==> config.mk <==
export PLATFORM = sky130hd
export DESIGN_NAME = tdc_bin_calibrator
export DESIGN_NICKNAME = d
export VERILOG_FILES = /design/src/rtl/tdc_cal_pkg.sv /design/src/rtl/tdc_cal_hist.sv /design/src/rtl/tdc_cal_builder.sv /design/src/rtl/tdc_cal_lut.sv /design/src/rtl/tdc_bin_calibrator.sv
export SDC_FILE = /design/constraint.sdc
export NUM_CORES = 2
export LEC_CHECK = 0
export BUFFER_PORTS_ARGS = -buffer_cell sky130_fd_sc_hd__buf_2
export CAP_MARGIN = 5
export CORE_ASPECT_RATIO = 1.2
export CORE_UTILIZATION = 40
export CTS_BUF_LIST = sky130_fd_sc_hd__clkbuf_4 sky130_fd_sc_hd__clkbuf_8 sky130_fd_sc_hd__clkbuf_16
export CTS_CLUSTER_DIAMETER = 50
export CTS_CLUSTER_SIZE = 28
export DETAILED_ROUTE_END_ITERATION = 7
export HOLD_SLACK_MARGIN = 0.03
export SLEW_MARGIN = 0
export SYNTH_ARGS = -nofsm -noshare
export SYNTH_HDL_FRONTEND = slang
export SYNTH_SLANG_ARGS = --single-unit
==> constraint.sdc <==
create_clock -name clk -period 11.7 [get_ports clk]
set_input_delay 1.755 -clock clk [delete_from_list [all_inputs] [get_ports clk]]
set_output_delay 1.755 -clock clk [all_outputs]
set_load 0.03 [all_outputs]
==> src/rtl/tdc_cal_pkg.sv <==
// Shared types and helpers for the TDC bin calibrator.
// Assumes bin counts are powers of two.
package tdc_cal_pkg;

    typedef enum logic {
        ST_COUNT = 1'b0,
        ST_BUILD = 1'b1
    } build_state_t;

    // Centre of bin k when all 2^bin_w bins share one clock period equally.
    function automatic int unsigned uniform_center(int unsigned k,
                                                   int unsigned clk_ps,
                                                   int unsigned bin_w);
        return ((2 * k + 1) * clk_ps) >> (bin_w + 1);
    endfunction

endpackage

==> src/rtl/tdc_cal_hist.sv <==
// Code-density histogram: one saturating counter per fine bin.
// Assumes inc and clr are never high in the same cycle; clr wins if they are.
module tdc_cal_hist #(
    parameter int NBINS = 64,
    parameter int CNT_W = 15,
    localparam int BIN_W = $clog2(NBINS)
) (
    input  logic                             clk,
    input  logic                             rst_n,
    input  logic                             inc,
    input  logic [BIN_W-1:0]                 code,
    input  logic                             clr,
    output logic [NBINS-1:0][CNT_W-1:0]      counts
);

    localparam logic [CNT_W-1:0] CNT_MAX = '1;

    // Count accepted hits per bin, clip at the top, clear on request.
    always_ff @(posedge clk) begin
        if (!rst_n || clr) begin
            counts <= '0;
        end else if (inc && counts[code] != CNT_MAX) begin
            counts[code] <= counts[code] + 1'b1;
        end
    end

endmodule

==> src/rtl/tdc_cal_builder.sv <==
// Walks the histogram one bin per cycle and emits bin-centre table entries.
// entry_k = ((2*S_k + c_k) * CLK_PS) >> (EVT_LOG2+1), S_k = sum of earlier counts.
// Assumes start arrives only while idle; takes NBINS cycles per rebuild.
module tdc_cal_builder
    import tdc_cal_pkg::*;
#(
    parameter int NBINS    = 64,
    parameter int CNT_W    = 15,
    parameter int EVT_LOG2 = 14,
    parameter int CLK_PS   = 2500,
    parameter int OUT_W    = 12,
    localparam int BIN_W   = $clog2(NBINS)
) (
    input  logic                        clk,
    input  logic                        rst_n,
    input  logic                        start,
    input  logic [NBINS-1:0][CNT_W-1:0] counts,
    output logic                        building,
    output logic                        wr_en,
    output logic [BIN_W-1:0]            wr_idx,
    output logic [OUT_W-1:0]            wr_data,
    output logic                        done
);

    localparam int ACC_W  = CNT_W + BIN_W;
    localparam int SUM_W  = ACC_W + 1;
    localparam int PS_W   = $clog2(CLK_PS + 1);
    localparam int PROD_W = SUM_W + PS_W;
    localparam int SHIFT  = EVT_LOG2 + 1;
    localparam logic [BIN_W-1:0] LAST_IDX = BIN_W'(NBINS - 1);

    build_state_t        state;
    logic [BIN_W-1:0]    idx;
    logic [ACC_W-1:0]    acc;
    logic [CNT_W-1:0]    cur_cnt;
    logic [SUM_W-1:0]    twice_mid;
    logic [PROD_W-1:0]   product;
    logic [PROD_W-1:0]   scaled;

    // Centre in count units doubled, then scaled to picoseconds.
    always_comb begin
        cur_cnt   = counts[idx];
        twice_mid = {acc, 1'b0} + SUM_W'(cur_cnt);
        product   = PROD_W'(twice_mid) * PROD_W'(CLK_PS);
        scaled    = product >> SHIFT;
    end

    assign building = (state == ST_BUILD);
    assign wr_en    = building;
    assign wr_idx   = idx;
    assign wr_data  = OUT_W'(scaled);
    assign done     = building && (idx == LAST_IDX);

    // Sequence the bin walk and carry the running count sum.
    always_ff @(posedge clk) begin
        if (!rst_n) begin
            state <= ST_COUNT;
            idx   <= '0;
            acc   <= '0;
        end else if (state == ST_COUNT) begin
            if (start) begin
                state <= ST_BUILD;
                idx   <= '0;
                acc   <= '0;
            end
        end else begin
            acc <= acc + ACC_W'(cur_cnt);
            idx <= idx + 1'b1;
            if (idx == LAST_IDX) begin
                state <= ST_COUNT;
            end
        end
    end

endmodule

==> src/rtl/tdc_cal_lut.sv <==
// Two-bank code-to-picosecond table with a registered lookup.
// Lookups read the active bank, writes go to the idle bank, swap flips them.
// Both banks reset to the equal-width centre mapping.
module tdc_cal_lut
    import tdc_cal_pkg::*;
#(
    parameter int NBINS  = 64,
    parameter int CLK_PS = 2500,
    parameter int OUT_W  = 12,
    localparam int BIN_W = $clog2(NBINS)
) (
    input  logic             clk,
    input  logic             rst_n,
    input  logic             rd_en,
    input  logic [BIN_W-1:0] rd_code,
    input  logic             wr_en,
    input  logic [BIN_W-1:0] wr_idx,
    input  logic [OUT_W-1:0] wr_data,
    input  logic             swap,
    output logic             bank_sel,
    output logic             out_valid,
    output logic [OUT_W-1:0] out_ps
);

    logic [OUT_W-1:0] bank0 [NBINS];
    logic [OUT_W-1:0] bank1 [NBINS];

    // Load the default mapping, then accept writes into the idle bank.
    always_ff @(posedge clk) begin
        if (!rst_n) begin
            for (int k = 0; k < NBINS; k++) begin
                bank0[k] <= OUT_W'(uniform_center(k, CLK_PS, BIN_W));
                bank1[k] <= OUT_W'(uniform_center(k, CLK_PS, BIN_W));
            end
        end else if (wr_en) begin
            if (bank_sel) bank0[wr_idx] <= wr_data;
            else          bank1[wr_idx] <= wr_data;
        end
    end

    // Flip the active bank when a rebuild completes.
    always_ff @(posedge clk) begin
        if (!rst_n)    bank_sel <= 1'b0;
        else if (swap) bank_sel <= ~bank_sel;
    end

    // Registered lookup from the active bank; value held between hits.
    always_ff @(posedge clk) begin
        if (!rst_n) begin
            out_valid <= 1'b0;
            out_ps    <= '0;
        end else begin
            out_valid <= rd_en;
            if (rd_en) out_ps <= bank_sel ? bank1[rd_code] : bank0[rd_code];
        end
    end

endmodule

==> src/rtl/tdc_bin_calibrator.sv <==
// Top of the TDC bin calibrator: lookup, histogram, window counter, rebuild.
// Hits are always converted; they are counted only outside a rebuild.
// After 2^EVT_LOG2 counted hits the table is rebuilt over NBINS cycles,
// then the banks swap and the histogram clears.
module tdc_bin_calibrator #(
    parameter int NBINS    = 64,
    parameter int EVT_LOG2 = 14,
    parameter int CNT_W    = 15,
    parameter int CLK_PS   = 2500,
    parameter int OUT_W    = 12,
    localparam int BIN_W   = $clog2(NBINS)
) (
    input  logic             clk,
    input  logic             rst_n,
    input  logic             hit_valid,
    input  logic [BIN_W-1:0] hit_code,
    output logic             out_valid,
    output logic [OUT_W-1:0] out_ps
);

    logic                        building;
    logic                        accept;
    logic                        start;
    logic                        done;
    logic                        wr_en;
    logic [BIN_W-1:0]            wr_idx;
    logic [OUT_W-1:0]            wr_data;
    logic                        bank_sel;
    logic [EVT_LOG2-1:0]         win_cnt;
    logic [NBINS-1:0][CNT_W-1:0] counts;

    assign accept = hit_valid && !building;
    assign start  = accept && (&win_cnt);

    // Count hits in the current window; wrap to zero when it closes.
    always_ff @(posedge clk) begin
        if (!rst_n)      win_cnt <= '0;
        else if (accept) win_cnt <= win_cnt + 1'b1;
    end

    tdc_cal_hist #(
        .NBINS (NBINS),
        .CNT_W (CNT_W)
    ) u_hist (
        .clk    (clk),
        .rst_n  (rst_n),
        .inc    (accept),
        .code   (hit_code),
        .clr    (done),
        .counts (counts)
    );

    tdc_cal_builder #(
        .NBINS    (NBINS),
        .CNT_W    (CNT_W),
        .EVT_LOG2 (EVT_LOG2),
        .CLK_PS   (CLK_PS),
        .OUT_W    (OUT_W)
    ) u_builder (
        .clk      (clk),
        .rst_n    (rst_n),
        .start    (start),
        .counts   (counts),
        .building (building),
        .wr_en    (wr_en),
        .wr_idx   (wr_idx),
        .wr_data  (wr_data),
        .done     (done)
    );

    tdc_cal_lut #(
        .NBINS  (NBINS),
        .CLK_PS (CLK_PS),
        .OUT_W  (OUT_W)
    ) u_lut (
        .clk       (clk),
        .rst_n     (rst_n),
        .rd_en     (hit_valid),
        .rd_code   (hit_code),
        .wr_en     (wr_en),
        .wr_idx    (wr_idx),
        .wr_data   (wr_data),
        .swap      (done),
        .bank_sel  (bank_sel),
        .out_valid (out_valid),
        .out_ps    (out_ps)
    );

endmodule

After elaboration in Yosys (flattened, before gate mapping):

Memory sizes are Yosys's and may differ from the RTL's.
Cells that the tools add are included.

* memories kept: 2
* register bits: 1016
* logic and storage cells: 127
* output and inout port bits: 13
* bits in writable memories: 1536
* bits of input ports: 9

Memory list
* u_lut.bank0: words 64, width 12, rd ports 1, clocked after Yosys merged registers in 0, write ports 64, line tdc_cal_lut.sv:25 `logic [OUT_W-1:0] bank0 [NBINS];`
* u_lut.bank1: words 64, width 12, rd ports 1, clocked after Yosys merged registers in 0, write ports 64, line tdc_cal_lut.sv:26 `logic [OUT_W-1:0] bank1 [NBINS];`

* equality and inequality tests: 2
* bitwise operators: 1
* muxes and demuxes: 30
* $add $sub $neg: 5
* reductions and logical operators: 12
* $mul: 1
* order comparisons: 3

Operator list (count)
* $bwmux 960: 1
* $bmux 15 s6: 2
* $demux 15 s6: 1
* $mux 15: 3
* $mux 21: 2
* $mux 12: 3
* $mul 22x10->25 const B: 1
* $mux 6: 4
* $reduce_or 12->1: 2
* $add 22x15->22: 1
* $add 21x15->21: 1
* $add 15x1->15 const B: 1
* $ne 15x15->1 const B: 1
* $add 14x1->14 const B: 1
* $lt 6x7->1 const B: 2
* $mux 1: 14
* $reduce_and 14->1: 1
* $add 6x1->6 const B: 1
* $eq 6x6->1 const B: 1
* $ge 6x1->1 const B: 1
* $logic_and 1x1->1: 5
* $logic_not 1->1: 2
* $reduce_bool 2->1: 1
* $logic_or 1x1->1: 1
* $not 1->1: 1

Logic depth before layout (Yosys ltp):

* depth in word-level cells: 6
* gate-level depth with buffers: 43
* depth with buffers taken out: 36

Modules after synthesis:

From an unflattened synthesis, not the netlist that was laid out.

* cell total of the unflattened synthesis: 10069
* area total of the unflattened synthesis: 126287.4 sq um

By module, submodules not included
* tdc_cal_lut: area an instance 71240.8 sq um, cells each 4678, times used 1, seq. area each 46404.5 sq um
* tdc_cal_hist: area an instance 41827.6 sq um, cells each 4315, times used 1, seq. area each 19218.4 sq um
* tdc_cal_builder: area an instance 12505.7 sq um, cells each 1002, times used 1, seq. area each 560.5 sq um
* tdc_bin_calibrator: area an instance 713.2 sq um, cells each 74, times used 1, seq. area each 280.3 sq um

Worst setup path before layout:

OpenSTA, ideal clock, no wires.

* path type: register to register
* start: register u_builder.idx[0], in the netlist u_builder.wr_idx[0]
* end: memory u_lut.bank1[56][11], data pin
* data arrival time: 9251 ps
* period minus slack after synthesis: 9519 ps
* setup time: 269 ps
* data required time: 11431 ps
* path slack: 2181 ps
* cell stages (with the launch flop): 44
* path buffers: 8
* path through: dfxtp_1 > buf_2 > clkbuf_1 > nor2b_1 > and2_0 > clkbuf_1 > clkbuf_1 > buf_1 > buf_1 > a22oi_1 > a41oi_1 > a21oi_1 > nand4_1 > ha_1 > inv_1 > fa_1 > nor2b_1 > o31a_1 > [8 not listed] > ha_1 > inv_1 > fa_1 > inv_1 > ha_1 > a21oi_1 > o21ai_0 > a211oi_1 > o21ai_0 > a31oi_1 > o211a_1 > o31ai_1 > o41ai_1 > xnor3_1 > xnor2_1 > buf_2 > buf_1 > nand2_1

RTL lines
* from (decl): line tdc_cal_builder.sv:33 `logic [BIN_W-1:0] idx;`
* from (signal assigned): line tdc_cal_builder.sv:68 `idx <= idx + 1'b1;`
* to (decl): line tdc_cal_lut.sv:26

==> summary.md <==
| Metric | Value |
|---|---|
| Top-area cell type share of the netlist area | `a little under 40%` |
| Seq/Total Area, Yosys | `a little under three fifths` |
| Post-Synthesis Cells | `roughly 11k` |
| Slack of the critical path | `between 400 and 500 ps` |
| Yosys cell types | `approximately 90` |
| Worst-case reg-to-reg path depth | `35` |
| Metal-1 WL | `approximately 180000 um` |
| Die height | `599.3 um` |
| CTS Buf Count | `between 200 and 250` |
| Worst Hold End | `u_hist.counts[247]` |
| Setup violators final | `0` |
| Post-Syn Area per Cell | `between 10 and 15 um^2` |
| Clock buffer depth | `4` |
| CTS H-tree depth | `4` |
| Vias in the first global route | `94.35k` |
| Peak supply drop | `approximately 0.15 mV` |
| Worst Skew | `about 110 ps` |
| Initial antenna violation count | `45` |
| Fin. max-slew vios | `0` |
| Layout area overhead | `10.24%` |
| WP data required | `12350 ps` |
| Met3 WL post-DR | `69020 um` |
| Clk sinks | `2552` |
| Die W | `roughly 500 um` |
| CP arrival | `about 12000 ps` |
| Initial Util | `between 40% and 50%` |
| # fillers | `approximately 27k` |
| Core Region | `roughly 0.3 mm^2` |
| Tcrit/Tclk final | `between 90% and 100%` |
| Pre-CTS setup slack | `652.2 ps` |
| Netlist Area Pre-Place | `approximately 0.12 mm^2` |
| Final Hold Vio Count | `0` |
| CTS tree | `built` |
| Fin area | `around 0.13 mm^2` |
| Final min period | `11290 ps` |
| Least-Margin Pin Slew | `approximately 1400 ps` |
| Maximum clock frequency | `~90 MHz` |
| Die ar. | `between 0.2 and 0.3 mm^2` |
| Via count | `just over 100k` |
| Nets | `11.12k` |
| Root Buffer Master | `clkbuf_16` |
| Top post-synthesis cells by area | `edfxtp_1 (39%), dfxtp_1 (17%), nand2_1 (6.0%), a22oi_1 (5.0%), nor2_1 (4.6%)` |
| Unrepaired setup endpoints after global routing | `false` |
| Min-Delay Path Class | `reg -> reg` |
| Yosys warnings | `0` |
| Final std cells w/o fill | `15.13k` |
| Post-synth EDFFs | `1536` |
| Standard-cell rows | `218` |
| Post-detail-place hpwl | `roughly 330000 um` |
| Clk_lat worst skew | `~990 ps` |
| DR vias/cell | `about 6.6` |
| Max_slew headroom | `approximately 7.4%` |
| Max incr delay on CP | `840 ps` |
| Synth cell count leaders | `nand2_1 (1911), edfxtp_1 (1536), nor2_1 (1470)` |
| GPL Wtd Cong | `between 1 and 1.5` |
| GRT Overall Usage | `roughly a third` |
| Drt drc | `0` |
| Sequential cell area | `between 0.06 and 0.07 mm^2` |
| Slowest CP cell | `xor2_4` |
| Routed len/inst | `between 30 and 40 um` |
| Max FO, Critical Path | `46` |
| WS Path Type | `reg -> reg` |
| Maxcap violations | `0` |
| RR Startpoint | `u_builder.wr_idx[0]` |
| HP Start | `u_hist.counts[247]` |
| Initial drt markers | `16.45k` |
| Syn Nets | `between 10k and 15k` |
| Register bit total from synthesis | `about 2.6k` |
| Hold Buf Count CTS | `0` |
| Drt total wl | `513500 um` |
| Most used DFF post-synth | `edfxtp_1` |
| Global-route wire length before repair | `715900 um` |
| Cell with the most instances after synthesis | `nand2_1` |
| Post-route ant nets | `0` |
| Largest net degree at the start of global routing | `around 240` |
| Share of layout cells above drive strength 1 | `between 10% and 20%` |
| Ports | `22` |
| FFs w/ async S/R, synth | `0%` |
| Outcome | `finished clean` |
| Leading area contributor after synthesis | `edfxtp_1` |
| Hold Path Stages | `2` |
| Placement Cell Area | `roughly 0.12 mm^2` |
| Crit Reg-Reg Endpoint | `u_lut.bank0[49][10]` |
| R2r setup slk | `about 410 ps` |
| Worst setup EP type | `register` |
| Grt ovf | `0` |
| Port Buffers | `21` |
| First drt pass iteration count | `7` |
| Uppermost layer routed | `met5` |
| Clock transition at path regs | `~80 ps` |
| Setup TNS | `0 ps` |
| Leakage | `slightly below 40 nW` |
| Routed met2 length | `~220000 um` |
| Placed cells | `between 10k and 15k` |
| PwrDens | `between 100 and 150 mW/mm^2` |
| Multi-input gate area | `0.04823 mm^2` |
| CP startpoint kind | `register` |
## per-layer routing
metal | vias to the layer above | GRT usage (%)
met5 | - | 0
met4 | 34 | 23.86
met3 | 1928 | 9.837
met2 | 7806 | 49.17
met1 | 49600 | 41.22
li1 | 41150 | -
## cell usage in the layout, fill, tap and decap left out, types with 94 or more instances in the layout
master and count:
nand2_1 1908, edfxtp_1 1536, nor2_1 1453, dfxtp_1 1014, a22oi_1 796, mux2i_1 465
a21oi_1 446, buf_4 342, o21ai_0 308, nand3_1 290, a221oi_1 278, clkbuf_16 208
o22ai_1 207, a22o_1 153, mux2_2 123, nand4_1 107, mux4_2 99, inv_1 98
ha_1 94
## power by group
| group | switching [mW] | internal [mW] |
|---|---|---|
| Clock | 3.95 | 3.75 |
| Combinational | 1.03 | 0.265 |
| Sequential | 0.0389 | 9.59 |
## stage by stage
stage                     hold slack, ps  util (%)  power, mW
after detailed placement           457.1     41.94      11.06
after global routing               485.0     44.44      18.92
after global placement             453.6     41.94      11.05
final                              469.6     44.46      18.63
after floorplan                    443.4         -      10.47
after CTS                          467.1     44.42      18.54
## worst max path at each step
stage | from | end | cells after the start
after CTS | u_builder.wr_idx[0] | u_lut.bank1[53][11] | 35
after global routing | u_builder.wr_idx[0] | u_lut.bank0[31][10] | 35
final | u_builder.wr_idx[0] | u_lut.bank0[49][10] | 35
after floorplan | u_builder.wr_idx[0] | u_lut.bank1[56][11] | 43
after global placement | u_builder.wr_idx[0] | u_lut.bank1[63][11] | 34
after detailed placement | u_builder.wr_idx[0] | u_lut.bank1[63][11] | 35
## flip-flops by register name (all words and copies together), names as in the netlist
register / cells
u_builder.wr_idx: 6
u_lut.bank0: 768
u_hist.counts: 960
u_lut.out_ps: 12
win_cnt: 14
u_lut.out_valid: 1
u_builder.acc: 21
u_builder.building: 1
u_lut.bank_sel: 1
u_lut.bank1: 768
## timing repair
item                       CTS  global route
gates resized for setup      0             1
setup endpoints to repair    0            94
buffers inserted             0             0
## worst max-delay path, delay by kind of cell, from the launching register on
family / cells / cell delay [ps]
AOI/OAI and AO/OA: 13 / 3280
xor gates and xnor gates: 2 / 1100
adders and majority gates: 7 / 3030
buffers and inverters: 6 / 1020
DFF: 1 / 550
and+or+nand+nor: 7 / 1970
## final cells by class
class	instances	share of cell area, %
Multi-Input combinational cell	7707	36.79
Sequential cell	2552	50.71
Clock buffer	219	4.077
Inverter	102	0.2978
Clock inverter	153	1.499
Timing Repair Buffer	409	2.798
Antenna cell	25	0.04773
Tap cell	3960	3.780
## kinds of logic after synthesis
logic type / Yosys count / share of synthesized area (%)
and+or+nand+nor: 4127 / 14.62
adders and majority gates: 139 / 1.740
muxes: 689 / 6.973
buffers and inverters: 1208 / 4.470
DFF: 2552 / 55.90
xor gates and xnor gates: 76 / 0.5777
AOI/OAI and AO/OA: 2676 / 15.72
(Power assumes the default switching activity.)
